**config.mk**
```make
export PLATFORM = sky130hd
export DESIGN_NAME = adc_seq
export DESIGN_NICKNAME = d
export VERILOG_FILES = /design/src/rtl/adc_seq_pkg.sv /design/src/rtl/adc_seq_stab.sv /design/src/rtl/adc_seq_bank.sv /design/src/rtl/adc_seq_ctrl.sv /design/src/rtl/adc_seq.sv
export SDC_FILE = /design/constraint.sdc
export NUM_CORES = 1
export LEC_CHECK = 0
export BUFFER_PORTS_ARGS = -buffer_cell sky130_fd_sc_hd__buf_2
export CAP_MARGIN = 0
export CORE_MARGIN = 8
export CORE_UTILIZATION = 25
export DETAILED_ROUTE_END_ITERATION = 12
export PLACE_DENSITY = 0.53
export SETUP_SLACK_MARGIN = 0.2
export SLEW_MARGIN = 20
export SYNTH_ARGS = -nofsm -noshare
export SYNTH_HDL_FRONTEND = slang
export SYNTH_SLANG_ARGS = --single-unit
export TNS_END_PERCENT = 20
```
**constraint.sdc**
```tcl
create_clock -name clk -period 5 [get_ports clk]
set_input_delay 0.5 -clock clk [delete_from_list [all_inputs] [get_ports clk]]
set_output_delay 0.5 -clock clk [all_outputs]
set_load 0.1 [all_outputs]
```
**src/rtl/adc_seq_pkg.sv**
```systemverilog
package adc_seq_pkg;
  typedef enum logic [1:0] {
    ST_OFF  = 2'd0,
    ST_STAB = 2'd1,
    ST_IDLE = 2'd2,
    ST_CONV = 2'd3
  } seq_state_e;

  typedef enum logic {
    K_REG = 1'b0,
    K_INJ = 1'b1
  } conv_kind_e;
endpackage

```
**src/rtl/adc_seq_stab.sv**
```systemverilog
module adc_seq_stab #(
  parameter int STAB_CYC = 20
) (
  input  logic clk,
  input  logic rst_n,
  input  logic run,
  output logic done
);
  localparam int SW = $clog2(STAB_CYC + 1);

  logic [SW-1:0] cnt_q, cnt_d;

  always_comb begin
    if (run) cnt_d = cnt_q + SW'(1);
    else     cnt_d = '0;
  end

  always_ff @(posedge clk or negedge rst_n) begin
    if (!rst_n) cnt_q <= '0;
    else        cnt_q <= cnt_d;
  end

  assign done = run && (cnt_q == SW'(STAB_CYC - 1));
endmodule

```
**src/rtl/adc_seq_bank.sv**
```systemverilog
module adc_seq_bank #(
  parameter int DW = 16
) (
  input  logic          clk,
  input  logic          rst_n,
  input  logic          set,
  input  logic          clr,
  input  logic [DW-1:0] din,
  output logic [DW-1:0] dout,
  output logic          flag
);
  logic flag_d;

  always_comb begin
    if (set)      flag_d = 1'b1;
    else if (clr) flag_d = 1'b0;
    else          flag_d = flag;
  end

  always_ff @(posedge clk or negedge rst_n) begin
    if (!rst_n)   dout <= '0;
    else if (set) dout <= din;
  end

  always_ff @(posedge clk or negedge rst_n) begin
    if (!rst_n) flag <= 1'b0;
    else        flag <= flag_d;
  end
endmodule

```
**src/rtl/adc_seq_ctrl.sv**
```systemverilog
module adc_seq_ctrl
  import adc_seq_pkg::*;
#(
  parameter int CONV_CYC = 14
) (
  input  logic       clk,
  input  logic       rst_n,
  input  logic       cfg_we,
  input  logic       cfg_on,
  input  logic       cfg_cont,
  input  logic       cfg_reg_irq_en,
  input  logic       cfg_inj_irq_en,
  input  logic       trig,
  input  logic       trig_inj,
  input  logic       stab_done,
  output seq_state_e state,
  output conv_kind_e kind,
  output logic       stab_run,
  output logic       done_reg,
  output logic       done_inj,
  output logic       reg_ie,
  output logic       inj_ie
);
  localparam int CW = (CONV_CYC > 1) ? $clog2(CONV_CYC) : 1;

  seq_state_e    state_d;
  conv_kind_e    kind_d;
  logic [CW-1:0] cnt_q, cnt_d;
  logic          pend_reg_q, pend_reg_d, pend_inj_q, pend_inj_d;
  logic          cont_q;
  logic          powered, abort, req_reg, req_inj, last, fin;
  logic          start_reg, start_inj;

  assign powered = (state != ST_OFF);
  assign abort   = cfg_we && !cfg_on;
  assign req_reg = powered && ((cfg_we && cfg_on) || (trig && !trig_inj));
  assign req_inj = powered && trig && trig_inj;
  assign last    = (state == ST_CONV) && (cnt_q == CW'(CONV_CYC - 1));
  assign fin     = last && !abort;

  always_comb begin
    state_d   = state;
    kind_d    = kind;
    cnt_d     = (state == ST_CONV) ? cnt_q + CW'(1) : '0;
    start_reg = 1'b0;
    start_inj = 1'b0;
    case (state)
      ST_OFF:  if (cfg_we && cfg_on) state_d = ST_STAB;
      ST_STAB: if (stab_done) state_d = ST_IDLE;
      ST_IDLE: begin
        if (pend_inj_q)      start_inj = 1'b1;
        else if (pend_reg_q) start_reg = 1'b1;
      end
      ST_CONV: begin
        if (last) begin
          if (pend_inj_q)      start_inj = 1'b1;
          else if (cont_q) begin
            if (kind == K_INJ) start_inj = 1'b1;
            else               start_reg = 1'b1;
          end
          else if (pend_reg_q) start_reg = 1'b1;
          else                 state_d   = ST_IDLE;
        end
      end
      default: state_d = ST_OFF;
    endcase
    if (start_inj || start_reg) begin
      state_d = ST_CONV;
      cnt_d   = '0;
      kind_d  = start_inj ? K_INJ : K_REG;
    end
    if (abort) begin
      state_d = ST_OFF;
      cnt_d   = '0;
    end
  end

  always_comb begin
    pend_reg_d = abort ? 1'b0 : ((pend_reg_q && !start_reg) || req_reg);
    pend_inj_d = abort ? 1'b0 : ((pend_inj_q && !start_inj) || req_inj);
  end

  always_ff @(posedge clk or negedge rst_n) begin
    if (!rst_n) begin
      state      <= ST_OFF;
      kind       <= K_REG;
      cnt_q      <= '0;
      pend_reg_q <= 1'b0;
      pend_inj_q <= 1'b0;
    end else begin
      state      <= state_d;
      kind       <= kind_d;
      cnt_q      <= cnt_d;
      pend_reg_q <= pend_reg_d;
      pend_inj_q <= pend_inj_d;
    end
  end

  always_ff @(posedge clk or negedge rst_n) begin
    if (!rst_n) begin
      cont_q <= 1'b0;
      reg_ie <= 1'b0;
      inj_ie <= 1'b0;
    end else if (cfg_we) begin
      cont_q <= cfg_cont;
      reg_ie <= cfg_reg_irq_en;
      inj_ie <= cfg_inj_irq_en;
    end
  end

  assign stab_run = (state == ST_STAB);
  assign done_reg = fin && (kind == K_REG);
  assign done_inj = fin && (kind == K_INJ);
endmodule

```
**src/rtl/adc_seq.sv**
```systemverilog
module adc_seq
  import adc_seq_pkg::*;
#(
  parameter int DW       = 16,
  parameter int CONV_CYC = 14,
  parameter int STAB_CYC = 20
) (
  input  logic          clk,
  input  logic          rst_n,
  input  logic          cfg_we,
  input  logic          cfg_on,
  input  logic          cfg_cont,
  input  logic          cfg_reg_irq_en,
  input  logic          cfg_inj_irq_en,
  input  logic          trig,
  input  logic          trig_inj,
  input  logic [DW-1:0] res_i,
  input  logic          clr_reg_flag,
  input  logic          clr_inj_flag,
  input  logic          rd_reg,
  input  logic          rd_inj,
  output logic [DW-1:0] reg_dr,
  output logic [DW-1:0] inj_dr,
  output logic          reg_flag,
  output logic          inj_flag,
  output logic          irq,
  output logic          ready,
  output logic          busy,
  output logic          conv_inj
);
  localparam int NPATH = 2;

  logic       rst_m, rst_s;
  seq_state_e state;
  conv_kind_e kind;
  logic       stab_run, stab_done, done_reg, done_inj, reg_ie, inj_ie;

  always_ff @(posedge clk or negedge rst_n) begin
    if (!rst_n) begin
      rst_m <= 1'b0;
      rst_s <= 1'b0;
    end else begin
      rst_m <= 1'b1;
      rst_s <= rst_m;
    end
  end

  adc_seq_stab #(.STAB_CYC(STAB_CYC)) u_stab (
    .clk  (clk),
    .rst_n(rst_s),
    .run  (stab_run),
    .done (stab_done)
  );

  adc_seq_ctrl #(.CONV_CYC(CONV_CYC)) u_ctrl (
    .clk           (clk),
    .rst_n         (rst_s),
    .cfg_we        (cfg_we),
    .cfg_on        (cfg_on),
    .cfg_cont      (cfg_cont),
    .cfg_reg_irq_en(cfg_reg_irq_en),
    .cfg_inj_irq_en(cfg_inj_irq_en),
    .trig          (trig),
    .trig_inj      (trig_inj),
    .stab_done     (stab_done),
    .state         (state),
    .kind          (kind),
    .stab_run      (stab_run),
    .done_reg      (done_reg),
    .done_inj      (done_inj),
    .reg_ie        (reg_ie),
    .inj_ie        (inj_ie)
  );

  logic [NPATH-1:0] set_v, clr_v, flag_v;
  logic [DW-1:0]    dout_v [NPATH];

  assign set_v = {done_inj, done_reg};
  assign clr_v = {clr_inj_flag || rd_inj, clr_reg_flag || rd_reg};

  for (genvar p = 0; p < NPATH; p++) begin : g_path
    adc_seq_bank #(.DW(DW)) u_bank (
      .clk  (clk),
      .rst_n(rst_s),
      .set  (set_v[p]),
      .clr  (clr_v[p]),
      .din  (res_i),
      .dout (dout_v[p]),
      .flag (flag_v[p])
    );
  end

  assign reg_dr   = dout_v[0];
  assign inj_dr   = dout_v[1];
  assign reg_flag = flag_v[0];
  assign inj_flag = flag_v[1];
  assign irq      = (flag_v[0] && reg_ie) || (flag_v[1] && inj_ie);
  assign ready    = (state == ST_IDLE) || (state == ST_CONV);
  assign busy     = (state == ST_CONV);
  assign conv_inj = (kind == K_INJ);
endmodule

```
After elaboration in Yosys (flattened, before gate mapping)
Cells that the tools add are included. W data, S select, Z words.

Input bits: 29. Register bits: 53.

Bitwise logic cells: 1. Reductions and logical operators: 34. $add $sub $neg: 2. Muxes and demuxes: 33. Equality and inequality tests: 11.

Operators by type and width (count): $mux W1 (18); $mux W2 (8); $logic_and A1 B1 Y1 (15); $mux W4 (3); $ne A4 B4 Y1 const B (3); $logic_or A1 B1 Y1 (8); $ne A4 B1 Y1 const B (2); $reduce_and A7 Y1 (1); $pmux W2 S3 (1); $reduce_bool A2 Y1 (3); $add A5 B1 Y5 const B (1); $eq A5 B5 Y1 const B (1); $logic_not A1 Y1 (5); $mux W5 (1); $reduce_bool A5 Y1 (1); $add A4 B1 Y4 const B (1); $eq A2 B2 Y1 const B (2); $eq A4 B4 Y1 const B (1); $ne A4 B2 Y1 const B (1); $pmux W1 S2 (2); $eq A2 B1 Y1 const B (1); $logic_not A2 Y1 (1); $not A1 Y1 (1).

Logic depth before layout (Yosys ltp)
Depth after elaboration: 9. Mapped depth: 7. Gate-level depth less buffers: 6.

Cells and area by module
From an unflattened synthesis, not the netlist that was laid out.

Cells, all modules: 171. Area, all modules: 2378.5 um^2.

By module, submodules not included: adc_seq_bank (area an instance 683.2 um^2, cells each 37, times used 2); adc_seq_ctrl (area an instance 703.2 um^2, cells each 69, times used 1); adc_seq_stab (area an instance 224.0 um^2, cells each 20, times used 1); adc_seq (area an instance 85.1 um^2, cells each 8, times used 1).

Least setup slack after synthesis
No wires, ideal clock.

Path type: register -> output. From: reg g_path[0].u_bank.flag. To: out irq. Required time: 4500 ps. Cell stages (with the launch flop): 2. Path slack: 2689 ps. Path buffers: 0. Data arrival time: 1811 ps. Cells stage by stage: dfrtp_1 -> a22o_1.

Longest elaborated chain between the ends: 2.

RTL lines: start, declared (line adc_seq_bank.sv:10) `output logic flag`; start signal, assigned (line adc_seq_bank.sv:27) `else flag <= flag_d;`; $logic_and A1 B1 Y1 (line adc_seq.sv:97) `assign irq = (flag_v[0] && reg_ie) || (flag_v[1] && inj_ie);`; $logic_or A1 B1 Y1 (line adc_seq.sv:97); end, declared (line adc_seq.sv:26) `output logic irq,`.

Every way passes these cells.

Worst setup path in the final report
From: reg u_ctrl.state[1]. To: out busy.

Longest elaborated chain between the ends: 1.

RTL lines: start, declared (line adc_seq_ctrl.sv:16) `output seq_state_e state,`; start signal, assigned (line adc_seq_ctrl.sv:91) `state <= state_d;`; $eq A2 B2 Y1 (line adc_seq.sv:99) `assign busy = (state == ST_CONV);`; end, declared (line adc_seq.sv:28) `output logic busy,`.

Every way passes these cells.

==> results.md <==
* Detailed placement HPWL at 3720 um
* Worst setup EP type: output port
* # rows at 34
* Die area at about 0.012 mm^2
* Final Cycle Share at 42.3%
* Final setup viols at 0
* Register area share after synthesis at around three fifths
* Io pins at 67
* Global-route wire length before repair at 8290 um
* Clock-pin slew on the worst setup and hold paths at 0.09 ns
* Pre-CTS WS at approximately 3.0 ns
* Critical path buffers and inverters at 2
* CTS buffer count at 5
* Post-synth ARST share at 100%
* Die W at 111 um
* Root Driver: clkbuf_8
* Fill cell count at 900
* Critical path arrival at between 1.5 and 2 ns
* Flops & latches, synth at 53
* CP required at between 4 and 5 ns
* Power Dens Cells at 321 mW/mm^2
* Largest fanout on the critical path at 13
* Synth Net Count at 198
* Post-CTS sizing at 0
* Pre-Repair DR Iteration Count at 4
* Final Hold Fails at 0
* Number of synthesized flops with an enable pin at 0
* Crit path time final at ~2.1 ns
* Starting Density at between 20% and 30%
* CP peak stage delay at between 0.5 and 0.6 ns
* Slew Viols, Final at 0
* Critical path class: flip-flop to output port
* Cts hold-fix bufs at 1
* Number of antenna-violating nets in the routed design at 0
* Final setup TNS at 0 ns
* Critical path launch point type: flip-flop
* GRT overflow at 0
* Post-Synthesis Cell Area at 0.00226 mm^2
* Largest net degree at the start of global routing at 34
* Maximum vdd drop at 0.000157 V
* DRC Markers at 0
* CTS tree: yes
* Hold Crit Class: flip-flop to asynchronous set/reset pin
* Initial antenna violation count at 0
* Top cell family by delay on the critical path: flip-flops
* # clock sinks at between 50 and 60
* Initial DRC Count at 97
* Fmax at roughly 470 MHz
* Core ar. at slightly below 0.009 mm^2
* Clock buffer depth at 2
* Area growth syn-to-layout at 24.7%
* Post-Route WL at 5020 um
* Detailed-route via count at 1,476
* Leakage power figure at 0.00146 uW
* Vias in the first global route at 1,607
* Clock latency at the later pin of the worst-skew pair at a little under 0.3 ns
* Synth Warn # at 0
* Main synth FF type: dfrtp_1
* Status: finished clean
* Postcts setup bufs at 0
* CP max-delay cell: dfrtp_1
* Cell Chain, Critical Path: nand2_1, inv_1, buf_2
* Synth Instances at around 170
* Fraction of layout cells with a size suffix above 1 at 48.5%
* Routed len/inst at 14.6 um
* RSZ-0062 raised after global routing: no
* Syn avg cell area at 13.6 um^2
* Setup ws final at 2.88 ns
* Tot GR Track Use at under 10%
* H-tree depth at 2
* Most common cell after layout, fill and taps aside: buf_2
* Diodes inserted at 0
* Max capacitance violation total at 0
* Post-synthesis cell type count at 36
* GP Congestion at 0.727
* Drt via density at 4.28
* PortBufs at 66
* Clock Skews at 0.00494 ns
* Most frequent cells in the layout: buf_2, dfrtp_1, mux2_2
* Die Ht at 111 um
* Layout net count at 268
==> per-layer routing <==
layer  share of wire (%)  global-route usage [%]  vias up
met4                0.46                    2.13        0
met3                 8.8                    3.84        2
met2                  43                    11.9       51
met5                   0                       0        -
li1                    -                       -      711
met1                  48                    10.5      712
==> power breakdown <==
part	switching [uW]	internal, uW
sequential	21.7	450
clock	133	163
combinational	97.3	39.1
total	252	653
==> per-stage QoR <==
stage	hold WS, ns	cells	util, %	cell area, um^2	total power, uW
floorplan	0.204	166	-	2260	582
global placement	0.218	336	30.7	2690	617
detailed placement	0.218	336	30.7	2690	618
CTS	0.222	345	32.2	2820	918
global route	0.246	345	32.2	2820	945
finish	0.214	345	32.2	2820	905
==> cells by family after synthesis <==
group                    after synthesis  share of synthesized area [%]
AO/OA/AOI/OAI                         16                           5.04
XOR/XNOR                               5                           1.94
adder cells (fa/ha/maj)                3                           1.66
buffers and inverters                 10                           2.88
flip-flops                            53                           58.7
multiplexers                          35                           19.4
other                                  1                          0.166
AND/OR/NAND/NOR                       43                           10.2
==> sequential cells by signal, summed over array words and instances (netlist names) <==
name,flops
u_ctrl.state,2
u_ctrl.pend_inj_q,1
u_ctrl.inj_ie,1
g_path.u_bank.flag,2
u_ctrl.kind,1
rst_s,1
rst_m,1
u_ctrl.cont_q,1
u_ctrl.cnt_q,4
u_ctrl.reg_ie,1
u_ctrl.pend_reg_q,1
u_stab.cnt_q,5
g_path.u_bank.dout,32
==> Yosys cell counts (2+ instances only) <==
library cell | number | area, um^2
nor2_1 | 12 | 45.0
a21oi_1 | 2 | 10.0
ha_1 | 3 | 37.5
clkbuf_1 | 2 | 7.51
and4_1 | 2 | 17.5
nand2b_1 | 2 | 12.5
xnor2_1 | 2 | 17.5
o211ai_1 | 3 | 22.5
xor2_1 | 3 | 26.3
mux2_4 | 12 | 180
dfrtp_1 | 53 | 1330
mux2_2 | 23 | 259
o22ai_1 | 2 | 12.5
nor2b_1 | 5 | 31.3
buf_6 | 2 | 22.5
nand3_1 | 5 | 25.0
nand2_1 | 11 | 41.3
inv_1 | 4 | 15.0
==> final timing paths <==
path                                        endpoint  cells past startpoint  slack, ns             from
setup reg to reg            g_path[0].u_bank.dout[3]                      4       3.11  u_ctrl.state[1]
min in group clk                               rst_s                      0       0.36            rst_m
max in group asynchronous  g_path[1].u_bank.dout[13]                      1       4.01            rst_s
hold / removal              g_path[0].u_bank.dout[1]                      0       0.21            rst_s
hold reg to reg             g_path[0].u_bank.dout[1]                      0       0.21            rst_s
setup / recovery                                busy                      3       2.88  u_ctrl.state[1]
==> worst register-to-register path: cells and delay by family, from the launching register on <==
kind / cells / cell delay [ns]
mux: 1 / 0.38
flops: 1 / 0.57
simple gates: 2 / 0.49
buf+inv: 1 / 0.35
==> cell type report <==
class	instances	area, um^2	share of cell area (%)
clock buffers	7	86.3	3.06
well taps	108	135	4.79
repair buffers	69	355	12.6
inverters	4	15.0	0.533
multi-input cells	103	870	30.8
flip-flops and latches	53	1330	47.1
clock inverters	1	30.0	1.07
Note: power is estimated with default switching activity, not from simulation.
